==> src/rtl/i2cf_pkg.sv <==
package i2cf_pkg;

  localparam int REG_W = 16;
  localparam int NFLAG = 8;

  // flag index order, shared with the set-pulse port
  localparam int FL_START   = 0;
  localparam int FL_ADDR    = 1;
  localparam int FL_BYTE    = 2;
  localparam int FL_TXEMPTY = 3;
  localparam int FL_RXFULL  = 4;
  localparam int FL_BUSERR  = 5;
  localparam int FL_ARBLOST = 6;
  localparam int FL_NACK    = 7;

  // control and status-B bit positions decoded by software
  localparam int BUSY_BIT   = 1;
  localparam int EN_ERR_BIT = 8;
  localparam int EN_EVT_BIT = 9;
  localparam int EN_BUF_BIT = 10;

  typedef enum logic [1:0] {
    SEL_STAT_A = 2'd0,
    SEL_STAT_B = 2'd1,
    SEL_CTRL   = 2'd2,
    SEL_DATA   = 2'd3
  } sel_e;

  // status-A bit position of each flag
  function automatic int flag_pos(input int idx);
    case (idx)
      FL_START:   flag_pos = 0;
      FL_ADDR:    flag_pos = 1;
      FL_BYTE:    flag_pos = 2;
      FL_TXEMPTY: flag_pos = 7;
      FL_RXFULL:  flag_pos = 6;
      FL_BUSERR:  flag_pos = 8;
      FL_ARBLOST: flag_pos = 9;
      default:    flag_pos = 10;
    endcase
  endfunction

endpackage

==> src/rtl/i2cf_rst_sync.sv <==
module i2cf_rst_sync #(
  parameter int STAGES = 2
) (
  input  logic clk,
  input  logic arst_n,
  output logic srst_n
);
  logic [STAGES-1:0] sh_q;
  logic [STAGES-1:0] sh_nxt;

  always_comb sh_nxt = {sh_q[STAGES-2:0], 1'b1};

  always_ff @(posedge clk or negedge arst_n) begin
    if (!arst_n) sh_q <= '0;
    else         sh_q <= sh_nxt;
  end

  assign srst_n = sh_q[STAGES-1];
endmodule

==> src/rtl/i2cf_flag_bank.sv <==
module i2cf_flag_bank #(
  parameter int NF = i2cf_pkg::NFLAG
) (
  input  logic          clk,
  input  logic          rst_n,
  input  logic [NF-1:0] set_p,
  input  logic [NF-1:0] clr_p,
  output logic [NF-1:0] flags
);
  for (genvar g = 0; g < NF; g++) begin : g_flag
    logic q_nxt;
    logic q_en;

    // set wins over a same-cycle clear
    always_comb begin
      q_en  = set_p[g] | clr_p[g];
      q_nxt = set_p[g] | (flags[g] & ~clr_p[g]);
    end

    always_ff @(posedge clk or negedge rst_n) begin
      if (!rst_n)    flags[g] <= 1'b0;
      else if (q_en) flags[g] <= q_nxt;
    end
  end
endmodule

==> src/rtl/i2cf_clr_ctrl.sv <==
module i2cf_clr_ctrl
  import i2cf_pkg::*;
#(
  parameter int NF = NFLAG
) (
  input  logic          clk,
  input  logic          rst_n,
  input  logic [1:0]    reg_sel,
  input  logic          rd_en,
  input  logic          wr_en,
  input  logic [2:0]    err_keep,  // written bits for buserr, arblost, nack
  input  logic [2:0]    seq_flags, // start, addr, byte as they stand now
  output logic [NF-1:0] clr
);
  logic       rd_ok, acc;
  logic       rd_a, rd_b, rd_d, wr_a, wr_d;
  logic [2:0] snap_q, snap_nxt;
  logic       snap_en;

  always_comb begin
    rd_ok = rd_en & ~wr_en;
    acc   = rd_en | wr_en;
    rd_a  = rd_ok & (reg_sel == SEL_STAT_A);
    rd_b  = rd_ok & (reg_sel == SEL_STAT_B);
    rd_d  = rd_ok & (reg_sel == SEL_DATA);
    wr_a  = wr_en & (reg_sel == SEL_STAT_A);
    wr_d  = wr_en & (reg_sel == SEL_DATA);
  end

  // a status-A read records which sequenced flags it saw; any other access ends it
  always_comb begin
    snap_en  = acc;
    snap_nxt = rd_a ? seq_flags : 3'b000;
  end

  always_ff @(posedge clk or negedge rst_n) begin
    if (!rst_n)       snap_q <= 3'b000;
    else if (snap_en) snap_q <= snap_nxt;
  end

  always_comb begin
    clr             = '0;
    clr[FL_START]   = snap_q[0] & wr_d;
    clr[FL_ADDR]    = snap_q[1] & rd_b;
    clr[FL_BYTE]    = snap_q[2] & (rd_d | wr_d);
    clr[FL_TXEMPTY] = wr_d;
    clr[FL_RXFULL]  = rd_d;
    clr[FL_BUSERR]  = wr_a & ~err_keep[0];
    clr[FL_ARBLOST] = wr_a & ~err_keep[1];
    clr[FL_NACK]    = wr_a & ~err_keep[2];
  end
endmodule

==> src/rtl/i2cf_irq_gate.sv <==
module i2cf_irq_gate
  import i2cf_pkg::*;
#(
  parameter int NF = NFLAG
) (
  input  logic [NF-1:0] flags,
  input  logic          en_evt,
  input  logic          en_buf,
  input  logic          en_err,
  output logic          evt_irq,
  output logic          err_irq
);
  logic evt_main, evt_bufs, err_any;

  always_comb begin
    evt_main = flags[FL_START] | flags[FL_ADDR] | flags[FL_BYTE];
    evt_bufs = flags[FL_TXEMPTY] | flags[FL_RXFULL];
    err_any  = flags[FL_BUSERR] | flags[FL_ARBLOST] | flags[FL_NACK];
    evt_irq  = en_evt & (evt_main | (en_buf & evt_bufs));
    err_irq  = en_err & err_any;
  end
endmodule

==> src/rtl/i2c_flag_irq.sv <==
module i2c_flag_irq
  import i2cf_pkg::*;
#(
  parameter int DW = REG_W,
  parameter int NF = NFLAG
) (
  input  logic          clk,
  input  logic          rst_n,
  input  logic [NF-1:0] hw_set,
  input  logic          bus_busy,
  input  logic [1:0]    reg_sel,
  input  logic          rd_en,
  input  logic          wr_en,
  input  logic [DW-1:0] wdata,
  output logic [DW-1:0] rdata,
  output logic          evt_irq,
  output logic          err_irq
);
  localparam int NEN = 3;

  logic           rst_core_n;
  logic [NF-1:0]  flags;
  logic [NF-1:0]  clr;
  logic [NEN-1:0] en_q, en_nxt;
  logic           en_we;
  logic           en_err, en_evt, en_buf;
  logic [2:0]     err_keep;
  logic [DW-1:0]  stat_a;
  logic           unused_wdata;

  i2cf_rst_sync #(.STAGES(2)) u_rst (
    .clk    (clk),
    .arst_n (rst_n),
    .srst_n (rst_core_n)
  );

  // interrupt enable register
  always_comb begin
    en_we  = wr_en & (reg_sel == SEL_CTRL);
    en_nxt = {wdata[EN_BUF_BIT], wdata[EN_EVT_BIT], wdata[EN_ERR_BIT]};
  end

  always_ff @(posedge clk or negedge rst_core_n) begin
    if (!rst_core_n) en_q <= '0;
    else if (en_we)  en_q <= en_nxt;
  end

  assign en_err = en_q[0];
  assign en_evt = en_q[1];
  assign en_buf = en_q[2];

  always_comb begin
    err_keep = {wdata[flag_pos(FL_NACK)], wdata[flag_pos(FL_ARBLOST)],
                wdata[flag_pos(FL_BUSERR)]};
  end

  assign unused_wdata = ^wdata;

  i2cf_clr_ctrl #(.NF(NF)) u_clr (
    .clk       (clk),
    .rst_n     (rst_core_n),
    .reg_sel   (reg_sel),
    .rd_en     (rd_en),
    .wr_en     (wr_en),
    .err_keep  (err_keep),
    .seq_flags ({flags[FL_BYTE], flags[FL_ADDR], flags[FL_START]}),
    .clr       (clr)
  );

  i2cf_flag_bank #(.NF(NF)) u_bank (
    .clk   (clk),
    .rst_n (rst_core_n),
    .set_p (hw_set),
    .clr_p (clr),
    .flags (flags)
  );

  i2cf_irq_gate #(.NF(NF)) u_gate (
    .flags   (flags),
    .en_evt  (en_evt),
    .en_buf  (en_buf),
    .en_err  (en_err),
    .evt_irq (evt_irq),
    .err_irq (err_irq)
  );

  // read path
  always_comb begin
    stat_a = '0;
    for (int i = 0; i < NF; i++) stat_a[flag_pos(i)] = flags[i];
  end

  always_comb begin
    rdata = '0;
    case (reg_sel)
      SEL_STAT_A: rdata = stat_a;
      SEL_STAT_B: rdata[BUSY_BIT] = bus_busy;
      SEL_CTRL: begin
        rdata[EN_ERR_BIT] = en_err;
        rdata[EN_EVT_BIT] = en_evt;
        rdata[EN_BUF_BIT] = en_buf;
      end
      default: rdata = '0;
    endcase
  end
endmodule

==> config.mk <==
export PLATFORM = sky130hd
export DESIGN_NAME = i2c_flag_irq
export DESIGN_NICKNAME = d
export VERILOG_FILES = /design/src/rtl/i2cf_pkg.sv /design/src/rtl/i2cf_rst_sync.sv /design/src/rtl/i2cf_flag_bank.sv /design/src/rtl/i2cf_clr_ctrl.sv /design/src/rtl/i2cf_irq_gate.sv /design/src/rtl/i2c_flag_irq.sv
export SDC_FILE = /design/constraint.sdc
export NUM_CORES = 1
export LEC_CHECK = 0
export ABC_CLOCK_PERIOD_IN_PS = 1450
export BUFFER_PORTS_ARGS = -buffer_cell sky130_fd_sc_hd__buf_2
export CORE_ASPECT_RATIO = 1.75
export CORE_MARGIN = 5
export CORE_UTILIZATION = 25
export DETAILED_ROUTE_END_ITERATION = 10
export PLACE_DENSITY = 0.61
export SYNTH_ARGS = -nofsm -noshare
export SYNTH_HDL_FRONTEND = slang
export SYNTH_SLANG_ARGS = --single-unit
==> constraint.sdc <==
create_clock -name clk -period 1.45 [get_ports clk]
set_input_delay 0.145 -clock clk [delete_from_list [all_inputs] [get_ports clk]]
set_output_delay 0.145 -clock clk [all_outputs]
set_load 0.02 [all_outputs]
# --- After elaboration in Yosys (flattened, before gate mapping) ---
# Cells that the tools add are included.
word_totals:
  reg_bits: 16
  in_bits: 31
  out_inout_bits: 18
  elab_cells: 80
op_classes:
  eq_ne: 3
  mux: 5
  n_bitwise: 60
  n_reduce_logical: 1
op_table:
  columns: ["op", "count"]
  rows:
  - ["$and A1 B1 Y1", 24]
  - ["$or A1 B1 Y1", 24]
  - ["$not A1 Y1", 12]
  - ["$mux W6", 1]
  - ["$pmux W3 S2", 1]
  - ["$eq A2 B2 Y1 const B", 2]
  - ["$mux W3", 1]
  - ["$eq A2 B1 Y1 const B", 1]
  - ["$logic_not A2 Y1", 1]
  - ["$pmux W1 S2", 1]
  - ["$mux W1", 1]

# --- Logic depth before layout (Yosys ltp) ---
depth:
  ltp_word: 8
  mapped_depth: 3
  depth_no_buf: 2

# --- Modules after synthesis ---
# From an unflattened synthesis, not the netlist that was laid out.
unflattened:
  hier_cells: 87
  area_unflattened_um2: 890.9
by_module_without_submodules:
  columns: ["mod", "instances", "cells_each", "area_each_um2", "seq_area_each_um2"]
  rows:
  - ["i2c_flag_irq", 1, 30, 295.3, 75.1]
  - ["i2cf_flag_bank", 1, 24, 290.3, 200.2]
  - ["i2cf_clr_ctrl", 1, 26, 225.2, 75.1]
  - ["i2cf_rst_sync", 1, 3, 53.8, 50.0]
  - ["i2cf_irq_gate", 1, 4, 26.3, 0.0]

# --- Worst setup path before layout ---
# OpenSTA, ideal clock, no wires.
synth_timing:
  kind: "reg2out"
  startpoint: "reg u_bank.flags[1]"
  endpoint: "out evt_irq"
  arrival_ns: 0.926
  required_ns: 1.305
  slack_ns: 0.379
  path_stages_with_launch: 3
  n_path_buf: 0
  cell_sequence: "dfrtp_1 nor3_1 a21boi_0"
synth_between:
  elab_chain_len: 4
synth_rtl:
  columns: ["item", "line", "rtl"]
  rows:
  - ["start, declared", "i2cf_flag_bank.sv:8", "output logic [NF-1:0] flags"]
  - ["start signal, assigned by index", "i2cf_flag_bank.sv:22", "else if (q_en) flags[g] <= q_nxt;"]
  - ["$or A1 B1 Y1 (2 in a row)", "i2cf_irq_gate.sv:16", "evt_main = flags[FL_START] | flags[FL_ADDR] | flags[FL_BYTE];"]
  - ["$or A1 B1 Y1", "i2cf_irq_gate.sv:19", "evt_irq = en_evt & (evt_main | (en_buf & evt_bufs));"]
  - ["$and A1 B1 Y1", "i2cf_irq_gate.sv:19", null]
  - ["end, declared", "i2c_flag_irq.sv:16", "output logic evt_irq,"]
# No other way between the ends.

# --- Worst setup path in the final report ---
# Ends and elaborated chain as after synthesis.

==> key figures <==
Placement
  – Dpl hpwl: 1504 um
  – GPL Wtd Cong: 0.6961
  – DP Area: 987.2 um^2
  – Port buffer count: 27

Clock tree
  – Resized cells post-CTS: 0
  – Bufs on Longest Clock Path: 2
  – Worst skew pair latency: 250 ps
  – CTS H-tree depth: 1
  – CTS tree: yes
  – CTS Buf Count: 3
  – Num Clock Sinks: 16
  – Clock-pin slew on the worst setup and hold paths: 60 ps
  – Clock Tree Root: clkbuf_8

Floorplanning
  – Die width: 53.91 um
  – Cell Rows: 28
  – Core ar.: 0.003328 mm^2
  – Die area: 0.004681 mm^2
  – DIE HEIGHT: 86.83 um
  – Starting density of the core: 25.34%
  – I/O pin cnt: 49

Run status
  – Status: finished, final reports clean

Timing
  – Fmax: 0.7682 GHz
  – Slew @ Worst Pin: 573.0 ps
  – Setup tns final: 0 ps
  – Final setup fails: 0
  – Fin. Hold Viols: 0
  – Max Slew Vio Count: 0
  – Worst hold slack: 71.63 ps
  – Skew final: 1.796 ps
  – Post-route minimum period: 1302 ps
  – Crit share post-route: 89.77%
  – RSZ-0062 raised after global routing: false
  – Rel. slew slack: 61.80%

Global routing
  – Gr usage total: 9.839%
  – Initial antenna violation count: 0
  – Largest net degree at the start of global routing: 18
  – First-pass GRT wire length: 3415 um
  – Vias in the first global route: 757
  – Grt ovf: 0

Drt
  – Pre-antenna DRT Iters: 2
  – Iteration-0 DRC Markers: 4
  – Antenna viol nets, final: 0
  – Met3 Wirelength: 179 um
  – Top Layer Used: met4
  – Met1 Wirelength: 751 um
  – Met2 wire len: 906 um
  – Via count: 657
  – Via density: 4.351
  – Detailed Route WL: 1900 um
  – Routed wire per std cell: 12.58 um
  – Post-route DRC violation count: 0

Critical path
  – RR Endpoint: u_bank.flags[1]$_DFFE_PN0P_
  – Critical Path AT: 1160 ps
  – Kind of critical path: register to output pin
  – Crit path max fanout: 4
  – R2R depth: 2
  – FF-to-FF setup slack: 580 ps
  – R2r startpoint: u_clr.snap_q[1]$_DFFE_PN0P_
  – CP endpoint kind: output pin
  – CP startpoint kind: register
  – WP data required: 1310 ps

Synthesis
  – #FFs+latches synth: 16
  – Post-synth top flop: dfrtp_1
  – Post-Syn Instances: 77
  – Most frequent cell after synthesis: dfrtp_1
  – Mapped Area: 843.3 um^2
  – Most area-hungry cell type in the Yosys netlist: dfrtp_1
  – Synth top area cells: dfrtp_1, buf_4, a21o_1
  – Most common library cells after synthesis: dfrtp_1, buf_4, a21o_1
  – Synth top area share: 47.48%
  – Ys Warns: 0
  – Asr flop ratio synth: 100.0%
  – Synth unique cells: 26
  – Register area share after synthesis: 47.48%
  – Syn avg cell area: 10.95 um^2
  – Number of enable flip-flop cells after synthesis: 0

Cells and area
  – N_diodes: 0
  – Share of cells above drive strength 1: 33.02%
  – Design Area, Final: 0.001052 mm^2
  – Synthesis-to-layout area growth: 24.78%
  – Layout Nets: 138

Hold path
  – Hold Crit Start: hw_set[0]
  – Hold path depth: 2
  – Hold Path End: u_bank.flags[0]$_DFFE_PN0P_
  – Hold Crit Class: input port to register

Pwr
  – P per Cell Area: 1040 mW/mm^2
  – Worst VDD drop: 0.4851 mV
  – Overall Power: 1.094 mW
  – Leak: 0.4657 nW

Flow run
  – Total of max-cap violations: 0
[worst max path at each step]
stage | cells past startpoint | startpoint | slack (ps) | to
after detailed placement | 3 | reg_sel[0] | 270 | u_bank.flags[7]$_DFFE_PN0P_
after floorplan | 2 | u_bank.flags[1]$_DFFE_PN0P_ | 380 | evt_irq
after CTS | 3 | u_bank.flags[1]$_DFFE_PN0P_ | 110 | evt_irq
final | 3 | u_bank.flags[1]$_DFFE_PN0P_ | 150 | evt_irq
after global placement | 3 | reg_sel[0] | 280 | u_bank.flags[6]$_DFFE_PN0P_
after global routing | 3 | u_bank.flags[1]$_DFFE_PN0P_ | 70 | evt_irq
[through the flow]
stage	utilization, %	setup slack, ps	std cells
2_1_floorplan	-	379.3	84
3_3_place_gp	29.66	279.4	146
3_5_place_dp	29.66	267.5	146
4_1_cts	31.62	110.9	151
5_1_grt	31.62	67.11	151
6_report	31.62	148.3	151
[routing by layer]
metal,global-route usage [%],up-vias
met5,0,-
met4,6.744,0
met3,3.270,7
met2,15.67,25
met1,10.52,309
li1,-,316
[worst max-delay path, cell delays in order, from the launching register on]
cell	delay, ps
dfrtp_1	410
nor3_1	220
a21boi_0	110
buf_2	170
[layout by cell type (no fill, tap or decap), types with 3 or more instances in the layout]
cell and n:
mux2i_1 4, a21oi_1 3, mux2_2 3, a21o_1 7
or4b_1 3, nand4bb_1 3, buf_2 27, nand2b_1 3
clkbuf_8 4, nor2_1 6, and2_1 4, conb_1 9
dfrtp_1 16
[flip-flops by register name, summed over array words and instances (netlist names)]
signal and flops:
u_clr.snap_q 3, en_q 3, u_rst.sh_q 2, u_bank.flags 8
[cells by family after synthesis]
kind of cell           count (synthesis)  synth area share, %
AO/OA/AOI/OAI                         15                12.31
other                                  2               0.8905
flip-flops                            16                47.48
multiplexers                           7                8.754
AND/OR/NAND/NOR                       25                20.47
buffers and inverters                 12                10.09
[report_power, final]
part	switching (mW)	internal (mW)
logic	0.116	0.0840
registers	0.0266	0.474
clock network	0.152	0.241
[final cells by class]
type | count | area (um^2)
fillers | 352 | 2276
flip-flops and latches | 16 | 400.4
multi-input cells | 56 | 384.1
repair buffers | 29 | 152.6
well taps | 45 | 56.30
clock buffers | 4 | 55.05
inverters | 1 | 3.754
[timing repair]
| action | CTS | global route |
|---|---|---|
| hold buffers | 1 | 0 |
| buffers inserted | 0 | 0 |
| endpoints found under the hold margin | 2 | 0 |
(Power assumes the default switching activity.)
